`config.mk`:
```
export PLATFORM = sky130hd
export DESIGN_NAME = bc_desc_seq
export DESIGN_NICKNAME = d
export VERILOG_FILES = /design/src/rtl/bc_seq_pkg.sv /design/src/rtl/bc_seq_ptr.sv /design/src/rtl/bc_seq_status.sv /design/src/rtl/bc_seq_fsm.sv /design/src/rtl/bc_desc_seq.sv
export SDC_FILE = /design/constraint.sdc
export NUM_CORES = 1
export LEC_CHECK = 0
export CAP_MARGIN = 5
export CORE_MARGIN = 1
export CORE_UTILIZATION = 55
export CTS_BUF_LIST = sky130_fd_sc_hd__clkbuf_16
export DETAILED_ROUTE_END_ITERATION = 6
export GPL_ROUTABILITY_DRIVEN = 0
export PLACE_DENSITY = 0.86
export REMOVE_ABC_BUFFERS = 1
export SETUP_SLACK_MARGIN = 0.2
export SYNTH_ARGS = -nofsm -noshare
export SYNTH_HDL_FRONTEND = slang
export SYNTH_SLANG_ARGS = --single-unit
```
`constraint.sdc`:
```
create_clock -name clk -period 4.85 [get_ports clk]
set_clock_uncertainty 0.05 [all_clocks]
set_input_delay 0.97 -clock clk [delete_from_list [all_inputs] [get_ports clk]]
set_output_delay 0.97 -clock clk [all_outputs]
set_load 0.005 [all_outputs]
```
`src/rtl/bc_seq_pkg.sv`:
```
package bc_seq_pkg;

  typedef enum logic [3:0] {
    ST_IDLE,
    ST_RD_SP,
    ST_RD_SP_D,
    ST_WR_SOM,
    ST_WR_TAG0,
    ST_RD_DBA,
    ST_RD_DBA_D,
    ST_KICK,
    ST_WAIT,
    ST_WR_BSW,
    ST_WR_TAG1,
    ST_WR_SP,
    ST_RD_CNT,
    ST_RD_CNT_D,
    ST_WR_CNT
  } seq_state_e;

  localparam int BSW_DONE = 0;
  localparam int BSW_BUSY = 1;
  localparam int BSW_FLG  = 8;   // four error flags at 11..8
  localparam int BSW_ANY  = 12;

  localparam logic [15:0] CNT_LAST = 16'hFFFF;

  typedef struct packed {
    logic loop_fail;
    logic timeout;
    logic format_err;
    logic status_set;
  } err_flags_t;

endpackage

```
`src/rtl/bc_seq_ptr.sv`:
```
module bc_seq_ptr #(
  parameter int ADDR_W        = 16,
  parameter int STACK_ENTRIES = 64
) (
  input  logic [ADDR_W-1:0] ptr_i,
  output logic [ADDR_W-1:0] ptr_next_o,
  input  logic [15:0]       cnt_i,
  output logic [15:0]       cnt_next_o,
  output logic              cnt_last_o
);
  import bc_seq_pkg::*;

  localparam int SPAN_W = $clog2(STACK_ENTRIES * 4);

  generate
    if (SPAN_W >= ADDR_W) begin : g_flat
      assign ptr_next_o = ptr_i + ADDR_W'(4);
    end else begin : g_wrap
      assign ptr_next_o = {ptr_i[ADDR_W-1:SPAN_W], ptr_i[SPAN_W-1:0] + SPAN_W'(4)};
    end
  endgenerate

  assign cnt_next_o = cnt_i + 16'd1;
  assign cnt_last_o = (cnt_next_o == CNT_LAST);

endmodule

```
`src/rtl/bc_seq_status.sv`:
```
module bc_seq_status (
  input  logic        clk,
  input  logic        rst_n,
  input  logic        capture_i,
  input  logic        loop_fail_i,
  input  logic        timeout_i,
  input  logic        format_err_i,
  input  logic        status_set_i,
  output logic [15:0] bsw_o,
  output logic        any_err_o
);
  import bc_seq_pkg::*;

  err_flags_t flags_q;

  always_ff @(posedge clk or negedge rst_n) begin
    if (!rst_n) begin
      flags_q <= '0;
    end else if (capture_i) begin
      flags_q <= '{loop_fail: loop_fail_i, timeout: timeout_i,
                   format_err: format_err_i, status_set: status_set_i};
    end
  end

  assign any_err_o = |flags_q;

  always_comb begin
    bsw_o = '0;
    bsw_o[BSW_DONE] = 1'b1;
    bsw_o[BSW_FLG +: 4] = flags_q;
    bsw_o[BSW_ANY] = any_err_o;
  end

endmodule

```
`src/rtl/bc_seq_fsm.sv`:
```
module bc_seq_fsm #(
  parameter int ADDR_W = 16,
  parameter int unsigned SP_ADDR  = 'h100,
  parameter int unsigned CNT_ADDR = 'h101
) (
  input  logic              clk,
  input  logic              rst_n,
  input  logic              start_i,
  input  logic              stop_on_err_i,
  input  logic              eom_i,
  input  logic [15:0]       tag_i,
  output logic              mem_valid_o,
  input  logic              mem_ready_i,
  output logic              mem_we_o,
  output logic [ADDR_W-1:0] mem_addr_o,
  output logic [15:0]       mem_wdata_o,
  input  logic [15:0]       mem_rdata_i,
  output logic              bc_start_o,
  output logic [ADDR_W-1:0] data_addr_o,
  output logic              busy_o,
  output logic              eom_evt_o,
  output logic              err_evt_o,
  output logic              done_evt_o,
  output logic              capture_o,
  output logic [ADDR_W-1:0] sp_o,
  output logic [15:0]       cnt_o,
  input  logic [ADDR_W-1:0] ptr_next_i,
  input  logic [15:0]       cnt_next_i,
  input  logic              cnt_last_i,
  input  logic [15:0]       bsw_i,
  input  logic              any_err_i
);
  import bc_seq_pkg::*;

  localparam logic [ADDR_W-1:0] SP_LOC  = ADDR_W'(SP_ADDR);
  localparam logic [ADDR_W-1:0] CNT_LOC = ADDR_W'(CNT_ADDR);

  seq_state_e        state_q, state_d;
  logic [ADDR_W-1:0] sp_q;
  logic [ADDR_W-1:0] dba_q;
  logic [15:0]       cnt_q;
  logic [15:0]       tag_q;
  logic              eom_q, err_q, done_q;
  logic              acc;
  logic              halt;

  assign acc  = mem_valid_o & mem_ready_i;
  assign halt = cnt_last_i | (any_err_i & stop_on_err_i);

  // request decode
  always_comb begin
    mem_valid_o = 1'b1;
    mem_we_o    = 1'b0;
    mem_addr_o  = '0;
    mem_wdata_o = '0;
    unique case (state_q)
      ST_RD_SP:   mem_addr_o = SP_LOC;
      ST_WR_SOM:  begin mem_we_o = 1'b1; mem_addr_o = sp_q; mem_wdata_o = 16'(1) << BSW_BUSY; end
      ST_WR_TAG0,
      ST_WR_TAG1: begin mem_we_o = 1'b1; mem_addr_o = sp_q + ADDR_W'(1); mem_wdata_o = tag_q; end
      ST_RD_DBA:  mem_addr_o = sp_q + ADDR_W'(3);
      ST_WR_BSW:  begin mem_we_o = 1'b1; mem_addr_o = sp_q; mem_wdata_o = bsw_i; end
      ST_WR_SP:   begin mem_we_o = 1'b1; mem_addr_o = SP_LOC; mem_wdata_o = 16'(ptr_next_i); end
      ST_RD_CNT:  mem_addr_o = CNT_LOC;
      ST_WR_CNT:  begin mem_we_o = 1'b1; mem_addr_o = CNT_LOC; mem_wdata_o = cnt_next_i; end
      default:    mem_valid_o = 1'b0;
    endcase
  end

  // next state
  always_comb begin
    state_d = state_q;
    unique case (state_q)
      ST_IDLE:     if (start_i) state_d = ST_RD_SP;
      ST_RD_SP:    if (acc) state_d = ST_RD_SP_D;
      ST_RD_SP_D:  state_d = ST_WR_SOM;
      ST_WR_SOM:   if (acc) state_d = ST_WR_TAG0;
      ST_WR_TAG0:  if (acc) state_d = ST_RD_DBA;
      ST_RD_DBA:   if (acc) state_d = ST_RD_DBA_D;
      ST_RD_DBA_D: state_d = ST_KICK;
      ST_KICK:     state_d = ST_WAIT;
      ST_WAIT:     if (eom_i) state_d = ST_WR_BSW;
      ST_WR_BSW:   if (acc) state_d = ST_WR_TAG1;
      ST_WR_TAG1:  if (acc) state_d = ST_WR_SP;
      ST_WR_SP:    if (acc) state_d = ST_RD_CNT;
      ST_RD_CNT:   if (acc) state_d = ST_RD_CNT_D;
      ST_RD_CNT_D: state_d = ST_WR_CNT;
      ST_WR_CNT:   if (acc) state_d = halt ? ST_IDLE : ST_RD_SP;
      default:     state_d = ST_IDLE;
    endcase
  end

  always_ff @(posedge clk or negedge rst_n) begin
    if (!rst_n) begin
      state_q <= ST_IDLE;
      sp_q    <= '0;
      dba_q   <= '0;
      cnt_q   <= '0;
      tag_q   <= '0;
      eom_q   <= 1'b0;
      err_q   <= 1'b0;
      done_q  <= 1'b0;
    end else begin
      state_q <= state_d;
      eom_q   <= 1'b0;
      err_q   <= 1'b0;
      done_q  <= 1'b0;
      if (state_q == ST_RD_SP_D)  sp_q  <= mem_rdata_i[ADDR_W-1:0];
      if (state_q == ST_RD_DBA_D) dba_q <= mem_rdata_i[ADDR_W-1:0];
      if (state_q == ST_RD_CNT_D) cnt_q <= mem_rdata_i;
      if ((state_q == ST_WR_SOM && acc) || (state_q == ST_WAIT && eom_i)) tag_q <= tag_i;
      if (state_q == ST_WR_CNT && acc) begin
        eom_q  <= 1'b1;
        err_q  <= any_err_i;
        done_q <= cnt_last_i;
      end
    end
  end

  assign capture_o   = (state_q == ST_WAIT) & eom_i;
  assign bc_start_o  = (state_q == ST_KICK);
  assign busy_o      = (state_q != ST_IDLE);
  assign data_addr_o = dba_q;
  assign eom_evt_o   = eom_q;
  assign err_evt_o   = err_q;
  assign done_evt_o  = done_q;
  assign sp_o        = sp_q;
  assign cnt_o       = cnt_q;

endmodule

```
`src/rtl/bc_desc_seq.sv`:
```
module bc_desc_seq #(
  parameter int ADDR_W        = 16,
  parameter int STACK_ENTRIES = 64,
  parameter int unsigned SP_ADDR  = 'h100,
  parameter int unsigned CNT_ADDR = 'h101
) (
  input  logic              clk,
  input  logic              rst_n,
  input  logic              start_i,
  input  logic              stop_on_err_i,
  input  logic              eom_i,
  input  logic              loop_fail_i,
  input  logic              timeout_i,
  input  logic              format_err_i,
  input  logic              status_set_i,
  input  logic [15:0]       tag_i,
  output logic              mem_valid_o,
  input  logic              mem_ready_i,
  output logic              mem_we_o,
  output logic [ADDR_W-1:0] mem_addr_o,
  output logic [15:0]       mem_wdata_o,
  input  logic [15:0]       mem_rdata_i,
  output logic              bc_start_o,
  output logic [ADDR_W-1:0] data_addr_o,
  output logic              busy_o,
  output logic              eom_evt_o,
  output logic              err_evt_o,
  output logic              done_evt_o
);

  logic [ADDR_W-1:0] sp, ptr_next;
  logic [15:0]       cnt, cnt_next, bsw;
  logic              cnt_last, capture, any_err;

  bc_seq_ptr #(.ADDR_W(ADDR_W), .STACK_ENTRIES(STACK_ENTRIES)) u_ptr (
    .ptr_i      (sp),
    .ptr_next_o (ptr_next),
    .cnt_i      (cnt),
    .cnt_next_o (cnt_next),
    .cnt_last_o (cnt_last)
  );

  bc_seq_status u_status (
    .clk          (clk),
    .rst_n        (rst_n),
    .capture_i    (capture),
    .loop_fail_i  (loop_fail_i),
    .timeout_i    (timeout_i),
    .format_err_i (format_err_i),
    .status_set_i (status_set_i),
    .bsw_o        (bsw),
    .any_err_o    (any_err)
  );

  bc_seq_fsm #(.ADDR_W(ADDR_W), .SP_ADDR(SP_ADDR), .CNT_ADDR(CNT_ADDR)) u_fsm (
    .clk           (clk),
    .rst_n         (rst_n),
    .start_i       (start_i),
    .stop_on_err_i (stop_on_err_i),
    .eom_i         (eom_i),
    .tag_i         (tag_i),
    .mem_valid_o   (mem_valid_o),
    .mem_ready_i   (mem_ready_i),
    .mem_we_o      (mem_we_o),
    .mem_addr_o    (mem_addr_o),
    .mem_wdata_o   (mem_wdata_o),
    .mem_rdata_i   (mem_rdata_i),
    .bc_start_o    (bc_start_o),
    .data_addr_o   (data_addr_o),
    .busy_o        (busy_o),
    .eom_evt_o     (eom_evt_o),
    .err_evt_o     (err_evt_o),
    .done_evt_o    (done_evt_o),
    .capture_o     (capture),
    .sp_o          (sp),
    .cnt_o         (cnt),
    .ptr_next_i    (ptr_next),
    .cnt_next_i    (cnt_next),
    .cnt_last_i    (cnt_last),
    .bsw_i         (bsw),
    .any_err_i     (any_err)
  );

endmodule

```
==> results of run 1 <==
cell type report:
type,count,area share (%)
clock buffers,9,3.98
clock inverters,7,2.06
well taps,99,2.19
flip-flops and latches,75,33.2
multi-input cells,310,40.1
repair buffers,103,17.8
inverters,9,0.598
synthesized netlist by cell type, drive strengths merged (2+ instances only):
cell type,n,area share (%)
a211oi,2,0.35
o221ai,7,1.4
o21ai,35,4.1
o31ai,3,0.52
nor4,5,0.73
clkbuf,7,0.61
nand2,25,2.2
nor2,29,2.6
nand3,19,2.3
buf,18,2.5
ha,4,1.2
mux2,67,18
dfrtp,75,44
mux2i,6,1.4
a31oi,6,0.87
and3,3,0.44
nor2b,6,0.87
o211ai,2,0.35
o22ai,3,0.44
xor2,7,1.4
a21oi,15,1.7
inv,9,0.78
nand2b,5,0.73
nand4,8,1.2
nor3,11,1.8
a22oi,6,1.0
or4,2,0.35
a22o,3,0.61
a21o,3,0.52
and2,2,0.29
xnor2,12,2.4
power by group through the flow:
stage,clock [uW],sequential (uW),combinational (uW)
floorplan,0,1250,1050
global placement,0,1290,1860
detailed placement,0,1320,1920
CTS,767,1320,1950
global route,790,1380,2100
finish,761,1350,1950
flip-flops by register name, summed over array words and instances, names as in the netlist, 4 cells and up:
name               cells
u_fsm.cnt_o           16
u_fsm.data_addr_o     16
u_fsm.sp_o            16
u_fsm.tag_q           16
u_fsm.state_q          4
u_status.bsw_o         4
path summary, 6_finish.rpt:
path	from	end	slack (ns)	cells after the start
min	u_fsm.data_addr_o[9]	u_fsm.data_addr_o[9]	0.46	1
min reg2reg	u_fsm.data_addr_o[9]	u_fsm.data_addr_o[9]	0.46	1
max	u_fsm.state_q[3]	mem_addr_o[3]	0.56	10
max in group asynchronous	rst_n	u_fsm.cnt_o[5]	3.02	2
min in group asynchronous	rst_n	u_fsm.tag_q[0]	0.75	1
max reg2reg	u_fsm.cnt_o[4]	u_fsm.state_q[0]	2.45	4
what timing repair did:
| item | in CTS | in global routing |
|---|---|---|
| gates resized for setup | 0 | 1 |
| setup endpoints to repair | 0 | 7 |
| endpoints found under the hold margin | 0 | 0 |
per-stage QoR:
stage | setup WS (ns) | power, uW
after floorplan | 1.67 | 2300
after global placement | 0.858 | 3150
after detailed placement | 0.770 | 3240
after CTS | 0.403 | 4040
after global routing | 0.306 | 4270
final | 0.563 | 4060
cell families (layout without fill, tap and decap cells):
logic type	after synthesis	in the layout	synth area share, %
flip-flops	75	75	43.6
AND/OR/NAND/NOR	119	119	14.3
buffers and inverters	34	128	3.86
adder cells (fa/ha/maj)	6	6	1.86
multiplexers	73	73	18.9
XOR/XNOR	19	19	3.86
AO/OA/AOI/OAI	93	93	13.7
worst max-delay path, cell delays in order (launching register included):
cell             delay [ns]
dfrtp_2                0.55
inv_1                  0.20
nand2_1                0.15
nor2_1                 0.22
ha_1                   0.26
a21oi_1                0.34
inv_1                  0.13
a21oi_1                0.16
o21ai_0                0.14
o21ai_0                0.20
clkdlybuf4s50_1        0.56
layer usage:
layer,GRT usage (%),up-vias,wire length (microns)
met5,0,-,0
met4,14.1,0,527
met3,7.58,60,1070
met2,51.6,256,6010
met1,37.8,1826,4560
li1,-,1711,-
layout by cell type (no fill, tap or decap), types with 3 or more instances in the layout:
cell type and n:
bufinv_16 3, o22ai_1 3, clkbuf_16 9, o21ai_0 34
mux2_2 67, a21o_1 3, a22oi_1 6, a31oi_1 6
o31ai_1 3, nor4_1 5, nand4_1 8, a21oi_1 15
nand2_1 25, a22o_1 3, buf_4 7, nor2_1 27
nor2b_1 6, mux2i_1 6, clkdlybuf4s50_1 95, and3_1 3
dfrtp_1 74, ha_1 4, inv_1 9, o221ai_1 7
xor2_1 7, xnor2_1 12, nor3_1 8, nand2b_1 5
nand3_1 18
==> key figures, run 1 <==
Clocking
  – CTS tree: built
  – Clock Pin Slew Worst Setup and Hold Paths: 0.06 ns
  – Clock sinks: 75
  – CTS Buf Count: 9
  – Clock Tree Root: clkbuf_16
  – Clk_lat worst skew: 0.33 ns
  – H-tree levels: 3
  – CTS max path bufs: 2
  – Hold_buf cts: 0
  – Post-CTS setup buffers: 0

Timing
  – Least-Margin Pin Slew: 1.06 ns
  – Highest Clock Rate: 233 MHz
  – Tmin final: 4.29 ns
  – Final hold violation count: 0
  – Final Hold Slack: 0.457 ns
  – Setup_tns: 0 ns
  – Slew Limit Headroom: 29.0%
  – RSZ-0062 raised after global routing: no
  – Final setup fails: 0
  – Fin crit share: 88.4%
  – Max-slew violations: 0

Critical path
  – Worst endpoint data arrival time: 3.27 ns
  – Worst Setup End Kind: output pin
  – CP Data Required Time: 3.83 ns
  – Max FO, Critical Path: 23
  – Critical path class: flop to output pin
  – Worst setup SP type: flop

Power and ir drop
  – Clk network pwr share: 18.7%
  – Int Pwr: 2500 uW
  – Combinational power share: 48.1%
  – Sw Pwr: 1560 uW
  – Max IR drop VDD: 0.388 mV
  – Sw frac: 38.4%
  – Pleak: 0.00223 uW
  – P per Cell Area: 719 nW/um^2
  – Reg power frac: 33.1%

Route
  – Routed len/inst: 19.9 microns
  – DRC: 0
  – Via count: 3853
  – Drt pass-1 iters: 6
  – Vias per cell: 6.30
  – DRT Wirelength: 12.2 mm
  – Post-route ant nets: 0
  – Initial DRC Count: 596

Logic synthesis
  – Unique masters post-synth: 54
  – Mapped Cells: 419
  – EDFF count, synth: 0
  – Yosys warning total: 0
  – Synthesized cell area: 4310 sq um
  – Asr flop ratio synth: 100%
  – Sequential area share after synthesis: 43.6%
  – Synth Flop Type: dfrtp_1
  – Syn_area_per_cell: 10.3 sq um
  – Synth Register Bits: 75

Placed design
  – Dpl cell area: 5310 sq um
  – Hpwl dp: 8.56 mm
  – Buffers on Ports: 96
  – Placed insts: 596

GRT
  – Vias in the first global route: 3838
  – Total track usage: 30.9%
  – Remaining Overflow, GRT: 0
  – Pin count of the biggest net entering global routing: 46
  – First-pass GRT wire length: 19.7 mm
  – Initial antenna violation count: 0

Final layout
  – Layout Cells excl Fill: 612
  – Count of nets after finishing: 555
  – # diodes: 0
  – Final Instance Area: 5650 sq um
  – Fillers: 484
  – Area taken by flip-flops and latches: 1880 sq um
  – Layout cell share with drive strength beyond 1: 19.7%
  – Synth-to-layout area growth: 31.2%
  – Final core utilization: 76.3%
  – Area occupied by multi-input gates: 2270 sq um

Floorplan
  – Die area: 8190 sq um
  – Chip Width: 90.5 microns
  – I/O Pins: 97
  – Placeable core region: 7410 sq um
  – Die H: 90.5 microns
  – Row cnt: 31
  – Initial Utilization: 58.2%

Min path
  – Min-Delay Path Class: flop to flop

Flow run
  – # Max-Cap Violations: 0

Status
  – Status: complete, no violations
Note: power is estimated with default switching activity, not from simulation.
==> run 2: changes to the inputs <==
Settings changed: CORE_ASPECT_RATIO from default to 1.75, CORE_MARGIN 1 to 2.
==> key figures, run 2 (same netlist as run 1, synthesis figures left out) <==
Route
  – Drt pass-1 iters: 6
  – Routed len/inst: 19.3 microns
  – Via count: 3772
  – Initial DRC Count: 520
  – Post-route ant nets: 0
  – DRT Wirelength: 11.6 mm
  – Vias per cell: 6.27
  – DRC: 0

Critical path
  – Worst setup SP type: flop
  – CP startpoint: u_fsm.state_q[3]
  – RR Startpoint: u_fsm.state_q[1]
  – Critical path class: flop to output pin
  – Worst endpoint data arrival time: 3.13 ns
  – Crit-path max cell delay: 0.58 ns
  – Max FO, Critical Path: 6
  – Worst path slowest cell: clkdlybuf4s50_1
  – Cell Chain, Critical Path: inv_1 > nand2_1 > nor2_1 > fa_1 > nand2_1 > nor3_1 > nand2_1 > o21ai_0 > clkdlybuf4s50_1
  – CP Data Required Time: 3.83 ns
  – Crit-path most repeated cell: nand2_1
  – Worst Setup End Kind: output pin
  – Reg2Reg Setup Slack: 2.51 ns

Clocking
  – Clock Pin Slew Worst Setup and Hold Paths: 0.06 ns
  – CTS Buf Count: 9
  – Hold_buf cts: 0
  – H-tree levels: 3
  – Clock sinks: 75
  – Clk_lat worst skew: 0.34 ns
  – CTS tree: built
  – Post-CTS setup buffers: 0
  – Post-CTS Resized: 0
  – CTS max path bufs: 2
  – Clock Tree Root: clkbuf_16

Final layout
  – Final core utilization: 73.5%
  – # diodes: 0
  – Layout cell share with drive strength beyond 1: 18.7%
  – Layout Cells excl Fill: 602
  – Synth-to-layout area growth: 29.1%
  – Commonest non-fill, non-tap cell in the layout: clkdlybuf4s50_1
  – Final Instance Area: 5560 sq um
  – Fillers: 551
  – Count of nets after finishing: 557
  – Most frequent cells in the layout: 95 x clkdlybuf4s50_1, 75 x dfrtp_1, 67 x mux2_2

Timing
  – Fin crit share: 85.6%
  – Final setup fails: 0
  – Tmin final: 4.15 ns
  – Final hold violation count: 0
  – Max-slew violations: 0
  – Highest Clock Rate: 241 MHz
  – RSZ-0062 raised after global routing: no
  – Least-Margin Pin Slew: 1.07 ns
  – Setup_tns: 0 ns
  – Slew Limit Headroom: 28.7%

GRT
  – Vias in the first global route: 3721
  – Pin count of the biggest net entering global routing: 49
  – Initial antenna violation count: 0
  – Total track usage: 28.5%
  – First-pass GRT wire length: 18.6 mm
  – Remaining Overflow, GRT: 0

Power and ir drop
  – P per Cell Area: 690 nW/um^2
  – Pleak: 0.00220 uW
  – Max IR drop VDD: 0.448 mV
  – Tot Pwr: 3840 uW

Floorplan
  – I/O Pins: 97
  – Die area: 8590 sq um
  – Placeable core region: 7570 sq um
  – Row cnt: 42
  – Chip Width: 70.9 microns
  – Initial Utilization: 56.9%
  – Die H: 121 microns

Flow run
  – # Max-Cap Violations: 0

Min path
  – Worst hold start: u_fsm.data_addr_o[12]
  – Min-Delay Path Class: flop to flop

Placed design
  – Placed insts: 587
  – Buffers on Ports: 96
  – Dpl cell area: 5310 sq um
  – Hpwl dp: 8.76 mm

Status
  – Status: complete, no violations
==> run 2: cell types whose count changed in the layout (fill, tap and decap cells not counted), sizes merged <==
cell / previous run / this run
buf: 8 / 10
inv: 9 / 11
bufinv: 3 / 0
==> run 2: cell type report <==
cell class	count	area (sq um)	area share, %
clock inverters	6	26.3	0.472
flip-flops and latches	75	1880	33.7
clock buffers	9	225	4.05
well taps	88	110	1.98
multi-input cells	310	2270	40.7
inverters	9	33.8	0.607
repair buffers	105	1020	18.4
==> run 2: power by group <==
group | internal, uW | total (uW) | switching (uW)
Combinational | 1080 | 1980 | 906
Sequential | 935 | 1280 | 347
Clock | 334 | 572 | 239
==> run 2: path summary, 6_finish.rpt <==
kind	end	cells past startpoint
min	u_fsm.data_addr_o[12]	1
max	mem_addr_o[10]	9
max in group asynchronous	u_fsm.tag_q[9]	2
max reg2reg	u_fsm.tag_q[14]	6
min in group asynchronous	u_fsm.cnt_o[6]	1
min reg2reg	u_fsm.data_addr_o[12]	1
==> run 2: critical path: cells and delay by family, from the launching register on <==
kind            cells  cell delay, ns
compound gates      1            0.32
simple gates        5            1.00
buf+inv             2            0.74
fa+ha+maj           1            0.36
flops               1            0.38
==> run 2: stage by stage <==
stage          hold WS, ns  setup slack [ns]
3_3_place_gp         0.441              1.26
5_1_grt              0.462             0.494
2_1_floorplan        0.431              1.67
3_5_place_dp         0.445              1.16
6_report             0.454             0.699
4_1_cts              0.457             0.782
==> run 2: layer usage <==
metal / part of all wire [%] / GRT usage (%) / vias to the layer above
met4: 5.2 / 18.9 / 0
met2: 53 / 49.1 / 212
met3: 6.5 / 4.24 / 40
li1: - / - / 1715
met5: 0 / 0 / -
met1: 35 / 31.9 / 1805
==> run 3: changes to the inputs <==
Settings changed: HOLD_SLACK_MARGIN from default to 0.15.
==> results of run 3 <==
Same layout as run 2: the final DEF is identical, and so are final timing and power.
